## src/rtl/tcpc_rf_pkg.sv

```systemverilog
// Shared constants and reset-value functions for the port controller
// register file. Assumes the register index equals its byte address.
package tcpc_rf_pkg;

    localparam int NREG   = 21;
    localparam int IDX_W  = $clog2(NREG);
    localparam int DATA_W = 16;

    localparam int IDX_ALERT  = 0;
    localparam int IDX_AMASK  = 1;
    localparam int IDX_PSMASK = 2;
    localparam int IDX_FSMASK = 3;
    localparam int IDX_XSMASK = 4;
    localparam int IDX_AXMASK = 5;
    localparam int IDX_PCTRL  = 6;
    localparam int IDX_ROLE   = 7;
    localparam int IDX_HDR    = 8;
    localparam int IDX_DEVCAP = 9;
    localparam int IDX_PSTAT  = 10;
    localparam int IDX_FSTAT  = 11;
    localparam int IDX_TCREV  = 18;
    localparam int IDX_PDREV  = 19;
    localparam int IDX_IFREV  = 20;

    // Width in bytes of the register at a given index.
    function automatic int reg_bytes(input int idx);
        case (idx)
            IDX_ALERT, IDX_AMASK, IDX_DEVCAP,
            IDX_TCREV, IDX_PDREV, IDX_IFREV: return 2;
            default:                         return 1;
        endcase
    endfunction

    // Role control default from the capability power-role code.
    function automatic logic [7:0] role_default(input logic [2:0] role, input bit dbg_ind);
        case (role)
            3'd1:             return 8'h05;
            3'd4, 3'd5, 3'd6: return dbg_ind ? 8'h4A : 8'h0F;
            default:          return 8'h0A;
        endcase
    endfunction

    // Message header info default from the capability power-role code.
    function automatic logic [7:0] hdr_default(input logic [2:0] role);
        return (role == 3'd1) ? 8'h0D : 8'h04;
    endfunction

    // Complete reset value of one register.
    function automatic logic [DATA_W-1:0] reg_reset(input int idx,
                                                    input logic [DATA_W-1:0] devcap,
                                                    input bit dbg_ind);
        case (idx)
            IDX_AMASK:  return 16'h7FFF;
            IDX_PSMASK: return 16'h00FF;
            IDX_FSMASK: return 16'h00FF;
            IDX_XSMASK: return 16'h0001;
            IDX_AXMASK: return 16'h0007;
            IDX_PCTRL:  return 16'h0060;
            IDX_ROLE:   return {8'h00, role_default(devcap[3:1], dbg_ind)};
            IDX_HDR:    return {8'h00, hdr_default(devcap[3:1])};
            IDX_DEVCAP: return devcap;
            IDX_FSTAT:  return 16'h0080;
            IDX_TCREV:  return 16'h0013;
            IDX_PDREV:  return 16'h3012;
            IDX_IFREV:  return 16'h2011;
            default:    return '0;
        endcase
    endfunction

endpackage

```

## src/rtl/tcpc_rf_decode.sv

```systemverilog
// Address and length decoder. Maps an address byte to a register index,
// and qualifies the transaction as a legal write or a legal read by
// comparing the byte counts with the register width. Purely combinational.
module tcpc_rf_decode
    import tcpc_rf_pkg::*;
#(
    parameter int ADDR_W = 8,
    parameter int LEN_W  = 8
) (
    input  logic [ADDR_W-1:0] addr,
    input  logic [LEN_W-1:0]  wlen,
    input  logic [LEN_W-1:0]  rlen,
    output logic [IDX_W-1:0]  idx,
    output logic              wr_ok,
    output logic              rd_ok
);
    logic known;
    int   width;

    // Look up the index and width, then qualify the byte counts.
    always_comb begin
        known = (int'(addr) < NREG);
        idx   = known ? addr[IDX_W-1:0] : '0;
        width = known ? reg_bytes(int'(addr)) : 0;
        wr_ok = known && (rlen == '0) && (wlen == LEN_W'(width));
        rd_ok = known && (wlen == '0) && (rlen == LEN_W'(width));
    end
endmodule

```

## src/rtl/tcpc_rf_store.sv

```systemverilog
// Register storage. One flop group per register, each generated with its
// own reset value and update rule: clear-on-one for the alert register,
// hardware set/clear overrides for the two status registers, and plain
// overwrite for the rest. Assumes wr_en is already qualified.
module tcpc_rf_store
    import tcpc_rf_pkg::*;
#(
    parameter logic [DATA_W-1:0] DEVCAP_RESET = 16'h001D,
    parameter bit                DBG_ACC_IND  = 1'b1
) (
    input  logic                         clk,
    input  logic                         rst_n,
    input  logic                         wr_en,
    input  logic [IDX_W-1:0]             wr_idx,
    input  logic [DATA_W-1:0]            wr_data,
    input  logic [DATA_W-1:0]            hw_alert_set,
    input  logic [7:0]                   hw_pwr_set,
    input  logic [7:0]                   hw_pwr_clr,
    input  logic [7:0]                   hw_flt_set,
    input  logic [7:0]                   hw_flt_clr,
    output logic [NREG-1:0][DATA_W-1:0]  regs
);
    for (genvar i = 0; i < NREG; i++) begin : g_reg
        localparam logic [DATA_W-1:0] RST  = reg_reset(i, DEVCAP_RESET, DBG_ACC_IND);
        localparam logic [DATA_W-1:0] KEEP = (reg_bytes(i) == 2) ? 16'hFFFF : 16'h00FF;
        logic [DATA_W-1:0] nxt;
        logic              hit;

        // Compute the next value: host access first, hardware on top.
        always_comb begin
            hit = wr_en && (wr_idx == IDX_W'(i));
            nxt = regs[i];
            if (hit) begin
                if (i == IDX_ALERT) nxt = regs[i] & ~wr_data;
                else                nxt = wr_data & KEEP;
            end
            if (i == IDX_ALERT) nxt = nxt | hw_alert_set;
            if (i == IDX_PSTAT) nxt = (nxt & ~{8'h00, hw_pwr_clr}) | {8'h00, hw_pwr_set};
            if (i == IDX_FSTAT) nxt = (nxt & ~{8'h00, hw_flt_clr}) | {8'h00, hw_flt_set};
        end

        // Hold the register, loading its default under reset.
        always_ff @(posedge clk) begin
            if (!rst_n) regs[i] <= RST;
            else        regs[i] <= nxt;
        end
    end
endmodule

```

## src/rtl/tcpc_regfile.sv

```systemverilog
// Top of the port controller register file. Accepts one whole byte
// transaction per cycle, answers one cycle later, and drives an
// active-low interrupt from the masked alert register.
// Assumes the host waits for nothing: every transaction gets a response.
module tcpc_regfile
    import tcpc_rf_pkg::*;
#(
    parameter int                LEN_W        = 8,
    parameter logic [DATA_W-1:0] DEVCAP_RESET = 16'h001D,
    parameter bit                DBG_ACC_IND  = 1'b1
) (
    input  logic              clk,
    input  logic              rst_n,
    input  logic              txn_valid,
    input  logic [7:0]        txn_addr,
    input  logic [LEN_W-1:0]  txn_wlen,
    input  logic [DATA_W-1:0] txn_wdata,
    input  logic [LEN_W-1:0]  txn_rlen,
    input  logic [DATA_W-1:0] hw_alert_set,
    input  logic [7:0]        hw_pwr_set,
    input  logic [7:0]        hw_pwr_clr,
    input  logic [7:0]        hw_flt_set,
    input  logic [7:0]        hw_flt_clr,
    output logic              rsp_valid,
    output logic [DATA_W-1:0] rsp_data,
    output logic              rsp_err,
    output logic              irq_n
);
    logic [IDX_W-1:0]            idx;
    logic                        wr_ok;
    logic                        rd_ok;
    logic [NREG-1:0][DATA_W-1:0] regs;
    logic [DATA_W-1:0]           alert_val;
    logic [DATA_W-1:0]           amask_val;

    tcpc_rf_decode #(.ADDR_W(8), .LEN_W(LEN_W)) u_dec (
        .addr  (txn_addr),
        .wlen  (txn_wlen),
        .rlen  (txn_rlen),
        .idx   (idx),
        .wr_ok (wr_ok),
        .rd_ok (rd_ok)
    );

    tcpc_rf_store #(.DEVCAP_RESET(DEVCAP_RESET), .DBG_ACC_IND(DBG_ACC_IND)) u_store (
        .clk          (clk),
        .rst_n        (rst_n),
        .wr_en        (txn_valid && wr_ok),
        .wr_idx       (idx),
        .wr_data      (txn_wdata),
        .hw_alert_set (hw_alert_set),
        .hw_pwr_set   (hw_pwr_set),
        .hw_pwr_clr   (hw_pwr_clr),
        .hw_flt_set   (hw_flt_set),
        .hw_flt_clr   (hw_flt_clr),
        .regs         (regs)
    );

    assign alert_val = regs[IDX_ALERT];
    assign amask_val = regs[IDX_AMASK];

    // Interrupt is asserted while any unmasked alert bit is set.
    assign irq_n = ~|(alert_val & amask_val);

    // Register the response for the transaction sampled at this edge.
    always_ff @(posedge clk) begin
        if (!rst_n) begin
            rsp_valid <= 1'b0;
            rsp_err   <= 1'b0;
            rsp_data  <= '0;
        end else begin
            rsp_valid <= txn_valid;
            rsp_err   <= txn_valid && !(wr_ok || rd_ok);
            rsp_data  <= (txn_valid && rd_ok) ? regs[idx] : '0;
        end
    end
endmodule

```

## config.mk

```make
export PLATFORM = sky130hd
export DESIGN_NAME = tcpc_regfile
export DESIGN_NICKNAME = d
export VERILOG_FILES = /design/src/rtl/tcpc_rf_pkg.sv /design/src/rtl/tcpc_rf_decode.sv /design/src/rtl/tcpc_rf_store.sv /design/src/rtl/tcpc_regfile.sv
export SDC_FILE = /design/constraint.sdc
export NUM_CORES = 1
export LEC_CHECK = 0
export BUFFER_PORTS_ARGS = -buffer_cell sky130_fd_sc_hd__buf_2
export CORE_MARGIN = 1.5
export CORE_UTILIZATION = 31
export CTS_CLUSTER_DIAMETER = 200
export DETAILED_ROUTE_END_ITERATION = 12
export GPL_ROUTABILITY_DRIVEN = 0
export GPL_TIMING_DRIVEN = 0
export PLACE_DENSITY = 0.51
export SLEW_MARGIN = 10
export SYNTH_ARGS = -nofsm -noshare
export SYNTH_HDL_FRONTEND = slang
export SYNTH_SLANG_ARGS = --single-unit
```

## constraint.sdc

```tcl
create_clock -name clk -period 3 [get_ports clk]
set_input_delay 0 -clock clk [delete_from_list [all_inputs] [get_ports clk]]
set_output_delay 0 -clock clk [all_outputs]
set_load 0.005 [all_outputs]
```

==> reports/metrics.cfg <==
[floorplan]
num_io_pins=110
dieArea_sq_um=37100
die_h_um=193
die_w_um=193
core-area_sq_um=35500
initial_utilization=0.314
row_count=69

[logic_synthesis]
synth-edff-count=0
async_reset_ff_frac=0
yosysWarningCount=0
yosysTopAreaCell=dfxtp_1
synth.area.top_cells=dfxtp_1, mux2i_1, nand2_1
ys_seq_area_frac=0.421
syn_nets=1283
ys_ff_latch=234
ys_types=70
synth_area_sq_um=11100
avgSynthCellArea_sq_um=9.35
yosysTopAreaCellShare=0.421
synthFlopType=dfxtp_1
synthCells=1192

[cts]
clock_latency_ps=540
cts_setup_buffers=0
htree_levels=1
path_clk_slew_ps=60
cts_tree=done
clock-sinks=234
cts_buffers=26
root_buffer=clkbuf_16
max-clock-path-buffers=3

[worst_setup_path]
crit_path_max_fanout=10
start_kind=primary input
reg2reg_depth=6
cp_cell_sequence=buf_2, clkbuf_1, clkbuf_1, buf_2, mux2i_1, o2bb2ai_1, a32oi_1, o31ai_1, o21ai_0, a31oi_1
crit_slowest_cell=clkbuf_1
crit_path_end_kind=register
r2r-end=rsp_data[2]
cpPeakStageDelay_ps=580
r2r_start=u_store.regs[178]
r2r_setup_slack_ps=730
worstPathArrival_ps=3260
worstSetupPathType=in -> reg
cp.required_ps=3390

[layout]
post-route-util=0.389
final_area_sq_um=13800
drive_above_1_share=0.161
area_growth_pct=23.9
stdcell_count=1873
n_antenna_cell=0
nNetsFinal=1484

[min_path]
holdPathEnd=u_store.regs[209]
hold_path_class=in -> reg
hold_depth=3
min_from=txn_wdata[1]

[timing]
finalCriticalPeriod_ps=2870
hold_violations=0
worst_pin_slew_ps=1030
fin_crit_sh=0.955
setup_violations=0
fmax_mhz=349
holdWs_ps=10.9
rsz0062_at_grt=no
relSlewSlack=0.310
slew_violations=0
fin_skew_ps=10.1

[route]
wl_per_cell_um=21.9
drc=0
first_pass_iters=6
vias=10100
detail-route-antenna-nets=0
drt_iter0_markers=674
via_per_inst=5.37
totalWireLength_um=41000

[power]
powerDensity_nw_per_um2=511
internal_power_w=0.00530
p_leak_nw=5.44
p_total_w=0.00706
switching_share=0.250
p_sw_w=0.00176
combPwrFrac=0.091
vdd_drop_max_mv=0.380
power.share.sequential=0.449
clockPowerShare=0.459

[global_route]
grt_pass1_vias=9822
grt_first_pass_wirelength_um=60700
grt.total_usage=0.219
gr-total-overflow=0
antenna_found_initial=1
grt_max_degree=14

[placement]
dp_hpwl_um=29900
dpl_cell_area_sq_um=12300
place_inst=1759
io_buffers=105

[flow_run]
max_cap_viol_count=0

[status]
status=finished, final reports clean

## cell families after synthesis
group                  share of synthesized area
AND/OR/NAND/NOR                            0.178
flip-flops                                 0.421
AO/OA/AOI/OAI                              0.170
multiplexers                               0.185
buffers and inverters                     0.0467
## cells in the mapped netlist (all sizes together) (8+ instances only)
cell	n
nand4b	17
nand3	35
inv	31
nor4	8
buf	22
a221o	16
a21oi	11
dfxtp	234
a22oi	19
a311oi	11
clkbuf	75
o22ai	9
mux2	29
nand3b	16
o21ai	52
nand2	170
nor2	45
o211ai	27
mux2i	171
o31ai	8
a31oi	30
nor2b	51
## sequential cells by signal, indices dropped and copies added (netlist names)
signal / count
rsp_valid: 1
u_store.regs: 216
rsp_data: 16
rsp_err: 1
## worst max-delay path, delay by kind of cell
kind	cells	cell delay, ps
AOI/OAI and AO/OA	5	1320
muxes	1	240
buffers and inverters	4	1690
## stage by stage
stage	TNS [ps]	setup slack (ps)
6_report	0	134
2_1_floorplan	0	775
3_5_place_dp	-7470	-578
4_1_cts	0	162
5_1_grt	0	20.4
3_3_place_gp	-7500	-603
## area by class of cell
| type | instances | area, sq um |
|---|---|---|
| tap | 461 | 577 |
| multi-input combinational | 829 | 5940 |
| timing repair buffer | 173 | 1200 |
| buffer | 97 | 403 |
| clock buffer | 43 | 845 |
| clock inverter | 4 | 35.0 |
| fill | 3542 | 21700 |
| sequential | 234 | 4680 |
| inverter | 32 | 120 |
## layout by cell type (no fill, tap or decap), drive strengths merged, types with 8 or more instances in the layout
cell / synthesis / final
dfxtp: 234 / 234
mux2i: 171 / 171
nand2: 170 / 170
buf: 22 / 128
clkbuf: 75 / 118
dlygate4sd3: 0 / 67
o21ai: 52 / 52
nor2b: 51 / 51
nor2: 45 / 45
nand3: 35 / 35
inv: 31 / 31
a31oi: 30 / 30
mux2: 29 / 29
o211ai: 27 / 27
a22oi: 19 / 19
nand4b: 17 / 17
nand3b: 16 / 16
a221o: 16 / 16
a311oi: 11 / 11
a21oi: 11 / 11
o22ai: 9 / 9
o31ai: 8 / 8
nor4: 8 / 8
## routing by layer
metal  wire, um  track usage
met4       1380       0.0781
met2      18600        0.353
met5          7            0
met1      18300        0.291
met3       2790       0.0391
## worst max-delay path by stage
stage,from,end,slack [ps]
after CTS,txn_addr[1],u_store.regs[182],160
final,txn_addr[1],rsp_data[2],130
after floorplan,txn_addr[2],u_store.regs[48],770
after global placement,txn_addr[1],rsp_data[7],-600
after global routing,txn_addr[1],u_store.regs[6],20
after detailed placement,txn_addr[1],rsp_data[5],-580
## repair_timing
item,CTS,global route
hold buffers,67,0
gates resized for setup,1,2
endpoints found under the hold margin,98,0
setup endpoints to repair,2,3
## power groups by stage
stage                     combinational (W)  clock [W]  sequential [W]
after floorplan                    0.000303          0         0.00322
after global placement             0.000554          0         0.00324
after detailed placement           0.000558          0         0.00324
after CTS                          0.000632    0.00329         0.00317
after global routing               0.000682    0.00341         0.00317
final                              0.000643    0.00324         0.00317
Note: power is estimated with default switching activity, not from simulation.
